File: src/rtl/intcProgPkg.sv
package intcProgPkg;
  typedef enum logic [2:0] {
    SEQ_IDLE,
    SEQ_WORD2,
    SEQ_WORD3,
    SEQ_WORD4,
    SEQ_READY
  } seqState_t;

  typedef struct packed {
    logic ldWord1;
    logic ldWord2;
    logic ldWord4;
    logic ldMask;
    logic setErr;
  } strobes_t;
endpackage

File: src/rtl/intcProgCtrl.sv
module intcProgCtrl
  import intcProgPkg::*;
#(
  parameter int DATA_W    = 8,
  parameter int MASTER_ID = 4,
  parameter int SLAVE_ID  = 2
) (
  input  logic              clk,
  input  logic              rstN,
  input  logic              isSlave,
  input  logic              busWrEn,
  input  logic              busAddr,
  input  logic [DATA_W-1:0] busWrData,
  output strobes_t          strb,
  output logic              initDone
);
  // fixed-bit rules: (data & care) must equal want
  localparam logic [DATA_W-1:0] W1_CARE = DATA_W'(8'hF3);
  localparam logic [DATA_W-1:0] W1_WANT = DATA_W'(8'h11);
  localparam logic [DATA_W-1:0] W2_CARE = DATA_W'(8'h07);
  localparam logic [DATA_W-1:0] W4_CARE = DATA_W'(8'hED);
  localparam logic [DATA_W-1:0] W4_WANT = DATA_W'(8'h01);

  seqState_t stateQ, stateD;
  logic wrCmd, wrData, badWord;
  logic [DATA_W-1:0] idWant;

  assign wrCmd  = busWrEn && !busAddr;
  assign wrData = busWrEn && busAddr;
  assign idWant = isSlave ? DATA_W'(SLAVE_ID) : DATA_W'(MASTER_ID);

  always_comb begin
    badWord = 1'b0;
    if (wrCmd) begin
      badWord = (busWrData & W1_CARE) != W1_WANT;
    end else if (wrData) begin
      case (stateQ)
        SEQ_WORD2: badWord = (busWrData & W2_CARE) != '0;
        SEQ_WORD3: badWord = busWrData != idWant;
        SEQ_WORD4: badWord = (busWrData & W4_CARE) != W4_WANT;
        default:   badWord = 1'b0;
      endcase
    end
  end

  always_comb begin
    stateD = stateQ;
    if (wrCmd) begin
      stateD = SEQ_WORD2;
    end else if (wrData) begin
      case (stateQ)
        SEQ_WORD2: stateD = SEQ_WORD3;
        SEQ_WORD3: stateD = SEQ_WORD4;
        SEQ_WORD4: stateD = SEQ_READY;
        default:   stateD = stateQ;
      endcase
    end
  end

  always_ff @(posedge clk) begin
    if (!rstN) stateQ <= SEQ_IDLE;
    else       stateQ <= stateD;
  end

  always_comb begin
    strb.ldWord1 = wrCmd;
    strb.ldWord2 = wrData && (stateQ == SEQ_WORD2);
    strb.ldWord4 = wrData && (stateQ == SEQ_WORD4);
    strb.ldMask  = wrData && (stateQ == SEQ_READY);
    strb.setErr  = badWord;
  end

  assign initDone = (stateQ == SEQ_READY);

  // a command write always restarts at the second word
  a_r2_cmd_restarts: assert property (@(posedge clk) disable iff (!rstN)
    wrCmd |=> (stateQ == SEQ_WORD2));

  // the mode word completes configuration
  a_r5_ready_after_mode: assert property (@(posedge clk) disable iff (!rstN)
    (wrData && stateQ == SEQ_WORD4) |=> initDone);

  // data writes while idle leave the sequencer idle
  a_r9_idle_holds: assert property (@(posedge clk) disable iff (!rstN)
    (stateQ == SEQ_IDLE && !wrCmd) |=> (stateQ == SEQ_IDLE));
endmodule

File: src/rtl/intcProgRegs.sv
module intcProgRegs
  import intcProgPkg::*;
#(
  parameter int DATA_W  = 8,
  parameter int NUM_IRQ = 8
) (
  input  logic                      clk,
  input  logic                      rstN,
  input  strobes_t                  strb,
  input  logic                      initDone,
  input  logic                      busRdEn,
  input  logic                      busAddr,
  input  logic [DATA_W-1:0]         busWrData,
  output logic [DATA_W-1:0]         busRdData,
  output logic [NUM_IRQ-1:0]        irqMask,
  output logic                      protoErr,
  output logic                      levelTrig,
  output logic                      vecSpacing4,
  output logic [DATA_W-$clog2(NUM_IRQ)-1:0] vecBase,
  output logic                      specialNested,
  output logic                      autoEoi,
  output logic [NUM_IRQ*DATA_W-1:0] vecOfInput
);
  localparam int IDX_W      = $clog2(NUM_IRQ);
  localparam int BASE_W     = DATA_W - IDX_W;
  localparam int BIT_LEVEL  = 3;
  localparam int BIT_SPACE4 = 2;
  localparam int BIT_SFNM   = 4;
  localparam int BIT_AEOI   = 1;

  logic [NUM_IRQ-1:0] maskQ;
  logic [BASE_W-1:0]  baseQ;
  logic levelQ, space4Q, nestQ, aeoiQ, errQ;

  always_ff @(posedge clk) begin
    if (!rstN) begin
      maskQ   <= '1;
      baseQ   <= '0;
      levelQ  <= 1'b0;
      space4Q <= 1'b0;
      nestQ   <= 1'b0;
      aeoiQ   <= 1'b0;
      errQ    <= 1'b0;
    end else begin
      if (strb.ldWord1) begin
        levelQ  <= busWrData[BIT_LEVEL];
        space4Q <= busWrData[BIT_SPACE4];
        maskQ   <= '0;
      end else if (strb.ldMask) begin
        maskQ <= busWrData[NUM_IRQ-1:0];
      end
      if (strb.ldWord2) baseQ <= busWrData[DATA_W-1:IDX_W];
      if (strb.ldWord4) begin
        nestQ <= busWrData[BIT_SFNM];
        aeoiQ <= busWrData[BIT_AEOI];
      end
      if (strb.ldWord1) errQ <= strb.setErr;
      else if (strb.setErr) errQ <= 1'b1;
    end
  end

  always_comb begin
    busRdData = '0;
    if (busRdEn && busAddr && initDone) busRdData = DATA_W'(maskQ);
  end

  for (genvar g = 0; g < NUM_IRQ; g++) begin : genVec
    assign vecOfInput[g*DATA_W +: DATA_W] = {baseQ, IDX_W'(g)};
  end

  assign irqMask       = maskQ;
  assign protoErr      = errQ;
  assign levelTrig     = levelQ;
  assign vecSpacing4   = space4Q;
  assign vecBase       = baseQ;
  assign specialNested = nestQ;
  assign autoEoi       = aeoiQ;

  // mask loads the written byte once configured
  a_r6_mask_load: assert property (@(posedge clk) disable iff (!rstN)
    strb.ldMask |=> (maskQ == $past(busWrData[NUM_IRQ-1:0])));

  // mask untouched while unconfigured except by a restart
  a_r7_mask_frozen: assert property (@(posedge clk) disable iff (!rstN)
    (!initDone && !strb.ldWord1) |=> $stable(maskQ));

  // violation flag only clears on a command write
  a_r8_err_sticky: assert property (@(posedge clk) disable iff (!rstN)
    (errQ && !strb.ldWord1) |=> errQ);

  // vector word captured
  a_r3_base_load: assert property (@(posedge clk) disable iff (!rstN)
    strb.ldWord2 |=> (baseQ == $past(busWrData[DATA_W-1:IDX_W])));
endmodule

File: src/rtl/intcProgPort.sv
module intcProgPort
  import intcProgPkg::*;
#(
  parameter int DATA_W    = 8,
  parameter int NUM_IRQ   = 8,
  parameter int MASTER_ID = 4,
  parameter int SLAVE_ID  = 2
) (
  input  logic                      clk,
  input  logic                      rstN,
  input  logic                      isSlave,
  input  logic                      busWrEn,
  input  logic                      busRdEn,
  input  logic                      busAddr,
  input  logic [DATA_W-1:0]         busWrData,
  output logic [DATA_W-1:0]         busRdData,
  output logic                      initDone,
  output logic                      protoErr,
  output logic                      levelTrig,
  output logic                      vecSpacing4,
  output logic [DATA_W-$clog2(NUM_IRQ)-1:0] vecBase,
  output logic                      specialNested,
  output logic                      autoEoi,
  output logic [NUM_IRQ-1:0]        irqMask,
  output logic [NUM_IRQ*DATA_W-1:0] vecOfInput
);
  strobes_t strb;

  intcProgCtrl #(.DATA_W(DATA_W), .MASTER_ID(MASTER_ID), .SLAVE_ID(SLAVE_ID)) ctrl (
    .clk(clk), .rstN(rstN), .isSlave(isSlave), .busWrEn(busWrEn),
    .busAddr(busAddr), .busWrData(busWrData), .strb(strb), .initDone(initDone)
  );

  intcProgRegs #(.DATA_W(DATA_W), .NUM_IRQ(NUM_IRQ)) regs (
    .clk(clk), .rstN(rstN), .strb(strb), .initDone(initDone),
    .busRdEn(busRdEn), .busAddr(busAddr), .busWrData(busWrData),
    .busRdData(busRdData), .irqMask(irqMask), .protoErr(protoErr),
    .levelTrig(levelTrig), .vecSpacing4(vecSpacing4), .vecBase(vecBase),
    .specialNested(specialNested), .autoEoi(autoEoi), .vecOfInput(vecOfInput)
  );
endmodule

File: config.mk
export PLATFORM = sky130hd
export DESIGN_NAME = intcProgPort
export DESIGN_NICKNAME = d
export VERILOG_FILES = /design/src/rtl/intcProgPkg.sv /design/src/rtl/intcProgCtrl.sv /design/src/rtl/intcProgRegs.sv /design/src/rtl/intcProgPort.sv
export SDC_FILE = /design/constraint.sdc
export NUM_CORES = 1
export LEC_CHECK = 0
export BUFFER_PORTS_ARGS = -buffer_cell sky130_fd_sc_hd__buf_2
export CAP_MARGIN = 25
export CORE_UTILIZATION = 44
export DETAILED_ROUTE_END_ITERATION = 7
export GPL_TIMING_DRIVEN = 0
export PLACE_DENSITY_LB_ADDON = 0.1
export SYNTH_ARGS = -nofsm -noshare
export SYNTH_HDL_FRONTEND = slang
export SYNTH_SLANG_ARGS = --single-unit
export TNS_END_PERCENT = 50
File: constraint.sdc
create_clock -name clk -period 3.37 [get_ports clk]
set_input_delay 0.674 -clock clk [delete_from_list [all_inputs] [get_ports clk]]
set_output_delay 0.674 -clock clk [all_outputs]
set_load 0.005 [all_outputs]
## After elaboration in Yosys (flattened, before gate mapping)

Index checks and enable logic that the tools add are counted.

| word-level totals | value |
|---|---|
| flip-flop bits (word level) | 21 |
| bits of input ports | 14 |
| output and inout port bits | 91 |

| cells by class | value |
|---|---|
| equality and inequality tests | 7 |
| muxes and demuxes | 12 |
| bitwise operators | 1 |
| reductions and logical operators | 17 |

Operators with widths:

| cell | number |
|---|---|
| 2-to-1 mux 8 bit | 3 |
| one-hot mux 3 bit (3 select lines) | 1 |
| != test 8 bit | 1 |
| nonzero test 8 bit | 1 |
| logical AND 1 bit | 7 |
| == test 3 x 2 -> 1 bit, second input constant | 2 |
| 2-to-1 mux 1 bit | 6 |
| != test 6 x 1 -> 1 bit, second input constant | 1 |
| != test 6 x 3 -> 1 bit, second input constant | 1 |
| nonzero test 2 bit | 3 |
| AND reduction 2 bit | 2 |
| nonzero test 4 bit | 1 |
| == test 3 x 1 -> 1 bit, second input constant | 1 |
| == test 3 bit, second input constant | 1 |
| 2-to-1 mux 3 bit | 1 |
| one-hot mux 1 bit (3 select lines) | 1 |
| nonzero test 3 bit | 1 |
| OR reduction 2 bit | 1 |
| zero test 1 bit | 1 |
| inverter 1 bit | 1 |

## Logic depth before layout (Yosys ltp)

Gate-level depths: netlist of run 1.

| depth | value |
|---|---|
| word-level depth | 7 |
| gate-level depth with buffers | 7 |
| gate-level depth less buffers | 4 |

## Hierarchy

From an unflattened synthesis of run 1, not the netlist that was laid out.

| unflattened totals | value |
|---|---|
| cell total of the unflattened synthesis | 171 |
| area total of the unflattened synthesis | 1517.7 µm² |

Modules (own cells, without submodules):

| module | times used | cells an instance | area each (µm²) | sequential area each (µm²) |
|---|---|---|---|---|
| intcProgRegs | 1 | 133 | 1226.2 | 360.3 |
| intcProgCtrl | 1 | 38 | 291.5 | 60.1 |

## Least setup slack after synthesis of run 1

OpenSTA, ideal clock, no wires.

| timing | value |
|---|---|
| path kind | register to output |
| start point | reg ctrl.stateQ[1] |
| end point | out busRdData[0] |
| arrival time | 1.050 ns |
| data required time | 2.696 ns |
| path slack | 1.646 ns |
| cell stages (with the launch flop) | 5 |
| buffers on the path | 1 |
| cell sequence | dfxtp_1 -> buf_2 -> nor3b_2 -> and3_1 -> and2_1 |

| between the ends | value |
|---|---|
| cells in the longest elaborated chain, start to end | 3 |

RTL lines:

| element | line | text |
|---|---|---|
| from (decl) | intcProgCtrl.sv:24 | `seqState_t stateQ, stateD;` |
| from (signal assigned) | intcProgCtrl.sv:62 | `else stateQ <= stateD;` |
| == test 3 bit | intcProgCtrl.sv:73 | `assign initDone = (stateQ == SEQ_READY);` |
| named net initDone | intcProgPort.sv:17 | `output logic initDone,` |
| logical AND 1 bit | intcProgRegs.sv:64 | `if (busRdEn && busAddr && initDone) busRdData = DATA_W'(maskQ);` |
| 2-to-1 mux 8 bit | intcProgRegs.sv:64 |  |
| to (decl) | intcProgPort.sv:16 | `output logic [DATA_W-1:0] busRdData,` |

The timed path passes the listed nets, and every way through them passes these cells.

## Worst setup path after layout of run 1

| timing | value |
|---|---|
| start point | reg ctrl.stateQ[1] |
| end point | out busRdData[4] |

| between the ends | value |
|---|---|
| cells in the longest elaborated chain, start to end | 3 |

RTL lines:

| element | line |
|---|---|
| == test 3 bit | intcProgCtrl.sv:73 |
| logical AND 1 bit | intcProgRegs.sv:64 |
| 2-to-1 mux 8 bit | intcProgRegs.sv:64 |

No other way between the ends.

==> out/qor.txt, run 1 <==
FMAX - 445 MHz
global-route wire length before repair - 4460 um
Cells after Synth - 179
commonest non-fill, non-tap cell in the layout - buf_2
Setup Fix Bufs, Post-CTS - 0
DRT Wirelength - 2960 um
placed insts - 325
Clock Latency Late Sink - 0.30 ns
final hold violations - 0
Startpoint Class - flop
r2r worst-path depth - 4
vias in the first global route - 1,003
Critical Path RT - 2.70 ns
clock buffer depth - 2
post-synthesis register bit count - 21
Die Ht - 59.9 um
root buffer cell - clkbuf_4
synth top area cells - buf_4 33%, dfxtp_1 29%, mux2i_1 6.1%
Tot GR Track Use - 16.1%
area share of the largest cell type after synthesis - 33.1%
adder-cell share of the synthesized area - 0%
initial antenna violation count - 0
die area - 3580 um2
final core utilization - 65.6%
CTS H-tree depth - 1
Congestion Overflow GR - 0
share of cells above drive strength 1 - 54.0%
clock slew at reported path FFs - 0.11 ns
Critical Path AT - 1.57 ns
Pwr per Cell Area - 241 nW/um2
Die Width - 59.9 um
min Tclk post-route - 2.25 ns
worst hold margin - 0.492 ns
WS Path Type - reg -> out
Setup Total Neg Slack - 0 ns
drc violations - 0
most frequent cells in the layout - 82 x buf_2, 65 x buf_4, 24 x conb_1
critical path peak fanout - 10
Synth warnings - 0
wire length per cell - 9.00 um
setup violators final - 0
drt pass-1 iters - 4
fin cells - 329
largest area contributor in the netlist - buf_4
Hold Path Stages - 2
IO buf count - 80
row count - 20
antenna-violating nets left - 0
Compound-Gate Fraction of Synth Area - 10.5%
vias post-DR - 1,343
CTS resizes - 0
synth-to-layout area growth - 38.3%
clock sinks - 21
register area share after synthesis - 28.5%
Hold-fix buffers, CTS - 0
mux contribution to synthesized area - 6.12%
Pleak - 1.23 nW
DP HPWL - 2380 um
worst min path class - reg -> reg
max-slew violations - 0
core area - 3100 um2
1st-iter DRT viols - 37
crit path capture type - primary output
Num CTS Buffers - 3
Vias/cell - 4.08
worst ir drop on vdd - 190 uV
Final GP Congestion - 0.790
RSZ-0062 raised after global routing - false
Initial Util - 47.5%
Ports - 105
outcome - finished, final reports clean
max_cap viols - 0
Synth Area per Inst - 8.23 um2
CTS tree - done
period utilization - 66.7%
Yosys cell types - 30
post-synthesis simple-gate area fraction - 18.2%
Synth Area in XOR/XNOR - 0%
main combinational cell family by area after synthesis - buffers and inverters
n_diodes - 0
fin nets - 300
Final Skew - 0.00605 ns
largest net degree at the start of global routing - 12
register-to-register setup slack - 1.94 ns
Netlist Area Pre-Place - 1470 um2
-- power by group --
| part | internal (mW) | leakage [nW] | switching (mW) |
|---|---|---|---|
| clock network | 0.0461 | 0.0150 | 0.0710 |
| registers | 0.259 | 0.172 | 0.00852 |
| logic | 0.0584 | 1.04 | 0.0470 |
-- routing by layer --
metal  up-vias  GRT usage [%]  part of all wire [%]
met4         0           1.99                  0.37
met5         -              0                     0
met3         2           4.33                   9.3
li1        712              -                     -
met2        63           27.3                    45
met1       566           21.0                    45
-- area by class of cell --
| cell class | count | area [um2] |
|---|---|---|
| Clock buffer | 4 | 26.3 |
| Inverter | 4 | 15.0 |
| Multi-Input combinational cell | 106 | 603 |
| Timing Repair Buffer | 80 | 400 |
| Fill cell | 299 | 1070 |
| Tap cell | 44 | 55.1 |
| Buffer | 70 | 517 |
| Sequential cell | 21 | 420 |
-- worst paths after layout --
path / start / endpoint
setup / recovery: ctrl.stateQ[1]$_SDFFE_PP0P_ / busRdData[4]
hold / removal: regs.irqMask[5]$_SDFFE_PN1P_ / regs.irqMask[5]$_SDFFE_PN1P_
hold reg to reg: regs.irqMask[5]$_SDFFE_PN1P_ / regs.irqMask[5]$_SDFFE_PN1P_
setup reg to reg: ctrl.stateQ[2]$_SDFFE_PP0P_ / regs.vecBase[1]$_SDFFE_PN0P_
-- state kept, by name, indices dropped and copies added, names as in the netlist --
signal	count
ctrl.stateQ	3
regs.autoEoi	1
regs.irqMask	8
regs.levelTrig	1
regs.protoErr	1
regs.specialNested	1
regs.vecBase	5
regs.vecSpacing4	1
-- synth_stat cells --
cell type / count
buf_4: 65
dfxtp_1: 21
nand2_1: 19
nor2_1: 11
mux2i_1: 9
and2_1: 8
o211ai_1: 8
inv_1: 4
o21ai_0: 4
a31oi_1: 3
a21oi_1: 2
and3_1: 2
and3b_1: 2
buf_2: 2
clkbuf_1: 2
conb_1: 2
o21a_1: 2
a21boi_0: 1
a311oi_1: 1
and3_2: 1
buf_6: 1
nand2b_1: 1
nor3b_1: 1
nor3b_2: 1
nor3b_4: 1
nor4_1: 1
nor4b_1: 1
o22ai_1: 1
o41ai_1: 1
or2b_1: 1
-- worst max-delay path, cell delays in order, from the launching register on --
cell,delay [ns]
dfxtp_1,0.31
buf_2,0.18
nor3b_2,0.21
and3_1,0.31
and2_1,0.16
buf_2,0.11
-- through the flow --
stage / setup slack, ns / power [mW] / cell area, um2
after floorplan: 1.65 / 0.340 / 1560
after global placement: 1.33 / 0.377 / 2010
after detailed placement: 1.33 / 0.378 / 2010
after CTS: 1.09 / 0.495 / 2040
after global routing: 0.936 / 0.522 / 2040
final: 1.12 / 0.490 / 2040
-- kinds of logic (layout without fill, tap and decap cells) --
family          after synthesis  count (layout)
flops                        21              21
other cells                   2              24
compound gates               23              23
simple gates                 50              50
mux                           9               9
buf+inv                      74             158
Power figures use the tool's default switching activity.
==> run 2, diff against run 1 <==
ABC_AREA = 1   (was not set)
CORE_UTILIZATION = 41   (was 44)
clock period = 2.1 ns   (was 3.37 ns; I/O delays follow)
==> run 2 against run 1 <==
Worst hold slack lost 0.13 ns; setup slack got worse by 0.91 ns; power rose by 68%; clock-buffer cell count is the same; die area up 5.8%; highest routed layer unchanged; clock skew fell by 0.0036 ns; largest power group unchanged; utilization decreased by 5.6 points; sequential power increased by 62%; clock power up 64%; routed wire length increased by 3.5%; non-clock buffer count fell by 5; synthesized cell count grew 7.8%.
==> out/qor.txt, run 2 <==
max_cap viols - 0 (unchanged)
WS Path Type - reg -> out
synth top area cells - buf_4 33%, dfxtp_1 29%, nor2_1 6.2%
Num CTS Buffers - 3 (unchanged)
root buffer cell - clkbuf_4
WHS Endpoint - regs.irqMask[6]$_SDFFE_PN1P_
post-synthesis register bit count - 21 (unchanged)
antenna-violating nets left - 0 (unchanged)
clock slew at reported path FFs - 0.11 ns (about the same)
CP max-delay cell - dfxtp_1
drc violations - 0 (unchanged)
Clock Latency Late Sink - 0.30 ns (about the same)
min Tclk post-route - 1.88 ns
worst min path class - in -> reg
FMAX - 531 MHz
worst ir drop on vdd - 313 uV (+65%)
area share of the largest cell type after synthesis - 33.0% (-0.089 points)
CP top delay family - simple AND/OR/NAND/NOR gates
Critical Path AT - 1.46 ns (-0.11 ns)
Levels on crit path - 5 (unchanged)
commonest non-fill, non-tap cell in the layout - buf_2
Pleak - 1.30 nW (+5.7%)
Synth Area in XOR/XNOR - 0% (unchanged)
CTS H-tree depth - 1 (unchanged)
n_diodes - 0 (unchanged)
Initial Util - 43.2% (-4.2 points)
clock buffer depth - 2 (unchanged)
worst path cell trace - inv_2 -> nor3_4 -> nand3_2 -> nor2_1 -> buf_2
fin nets - 314 (+4.7%)
Pwr Total - 0.824 mW (+68%)
core area - 3360 um2 (+8.4%)
max-slew violations - 0 (unchanged)
global-route wire length before repair - 4220 um (-5.4%)
Tot GR Track Use - 15.2% (-0.94 points)
clock sinks - 21 (unchanged)
Netlist Area Pre-Place - 1450 um2 (-1.3%)
final hold violations - 0 (unchanged)
initial antenna violation count - 0 (unchanged)
vias in the first global route - 923 (-8.0%)
1st-iter DRT viols - 29 (-22%)
number of flops mapped to enable cells by yosys - 0 (unchanged)
Hold-fix buffers, CTS - 0 (unchanged)
FFs w/ async S/R, synth - 0% (unchanged)
reg2reg end - regs.irqMask[0]$_SDFFE_PN1P_
CP startpoint - ctrl.stateQ[2]$_SDFFE_PP0P_
max reg flops - 8 (unchanged)
period utilization - 89.7%
row count - 21 (+5.0%)
crit path capture type - primary output
most frequent cells in the layout - 80 x buf_2, 64 x buf_4, 24 x nor2_1, 24 x conb_1, 21 x dfxtp_1
register-to-register setup slack - 0.85 ns (-1.09 ns)
most frequent cell after synthesis - buf_4
adder-cell share of the synthesized area - 0% (unchanged)
largest area contributor in the netlist - buf_4
DP HPWL - 2520 um (+5.7%)
Buf/Inv on CP - 2 (unchanged)
DRT Wirelength - 3070 um (+3.5%)
ys flop type - dfxtp_1
Hold Path Stages - 3 (+1)
CTS resizes - 0 (unchanged)
largest net degree at the start of global routing - 12 (unchanged)
die area - 3790 um2 (+5.8%)
setup violators final - 0 (unchanged)
Setup Fix Bufs, Post-CTS - 0 (unchanged)
Ports - 105 (unchanged)
synth cell count leaders - 64 x buf_4, 24 x nor2_1, 21 x dfxtp_1
Largest stage delay, worst path - 0.42 ns (+0.11 ns)
hold path startpoint - busWrData[6]
IO buf count - 80 (unchanged)
vias post-DR - 1,352 (+0.67%)
Setup Total Neg Slack - 0 ns (unchanged)
CTS tree - done
RSZ-0062 raised after global routing - false
Die Width - 61.6 um (+2.8%)
Congestion Overflow GR - 0 (unchanged)
Synth warnings - 0 (unchanged)
share of cells above drive strength 1 - 54.2% (+0.15 points)
outcome - finished, final reports clean
Yosys cell types - 27 (-10%)
Pwr per Cell Area - 408 nW/um2 (+70%)
Compound-Gate Fraction of Synth Area - 11.8% (+1.3 points)
Cells after Synth - 193 (+7.8%)
synth-to-layout area growth - 39.0%
mux contribution to synthesized area - 0% (-6.1 points)
post-synthesis simple-gate area fraction - 19.2% (+1.0 points)
Synth Area per Inst - 7.53 um2 (-8.4%)
critical path peak fanout - 8 (-2)
Final Skew - 0.00244 ns (-0.00361 ns)
RR Startpoint - ctrl.stateQ[2]$_SDFFE_PP0P_
Vias/cell - 3.92 (-4.0%)
Startpoint Class - flop
main combinational cell family by area after synthesis - buffers and inverters
Final GP Congestion - 0.934 (+18%)
Critical Path RT - 1.68 ns (-1.02 ns)
register area share after synthesis - 28.9% (+0.37 points)
Die Ht - 61.6 um (+2.8%)
wire length per cell - 8.89 um (-1.3%)
r2r worst-path depth - 5 (+1)
drt pass-1 iters - 4 (unchanged)
[run 2: cell count changes in the layout (fill, tap and decap cells not counted), moves of 3 or more]
cell | previous run | this run
inv_1 | 4 | 18
nor2_1 | 11 | 24
mux2i_1 | 9 | 0
nand2_1 | 19 | 10
and2_1 | 8 | 0
a21oi_1 | 2 | 9
o211ai_1 | 8 | 1
o21ai_0 | 4 | 10
o221ai_1 | 0 | 5
inv_2 | 0 | 4
nand3_1 | 0 | 4
a31oi_1 | 3 | 0
nand2_2 | 0 | 3
[run 2: worst max path at each step]
stage,to,slack (ns)
global route,busRdData[0],0.08
global placement,busRdData[3],0.54
CTS,busRdData[5],0.20
finish,busRdData[6],0.22
detailed placement,busRdData[5],0.55
floorplan,busRdData[0],0.78
[run 2: logic make-up after synthesis]
| group | count (synthesis) |
|---|---|
| buffers and inverters | 88 |
| other | 2 |
| AND/OR/NAND/NOR | 53 |
| flip-flops | 21 |
| AO/OA/AOI/OAI | 29 |
[run 2: final cells by class]
cell class,count,area (um2)
multi-input combinational,106,541
timing repair buffer,80,400
fill,351,1340
sequential,21,420
inverter,23,91.3
tap,46,57.6
clock buffer,4,26.3
buffer,65,484
[run 2: per-stage QoR]
step	instance area, um2	util, %	cells	hold WS (ns)	setup WS [ns]
3_5_place_dp	1990	59.3	341	0.488	0.552
2_1_floorplan	1540	-	215	0.478	0.776
5_1_grt	2020	60.1	345	0.359	0.0794
4_1_cts	2020	60.1	345	0.369	0.197
6_report	2020	60.1	345	0.364	0.216
3_3_place_gp	1990	59.3	341	0.483	0.545
[run 2: worst register-to-register path: cells and delay by family, from the launching register on]
kind,cells,cell delay (ns)
simple gates,3,0.50
buf+inv,1,0.09
flops,1,0.42
compound gates,1,0.11
[run 2: power breakdown]
| group | internal (mW) | switching, mW |
|---|---|---|
| Sequential | 0.417 | 0.0165 |
| Clock | 0.0741 | 0.118 |
| Combinational | 0.108 | 0.0903 |
[run 2: routing by layer]
layer,routed length [um],GRT usage [%]
met1,1480,21.7
met2,1350,23.8
met3,211,2.52
met4,23,3.81
met5,0,0
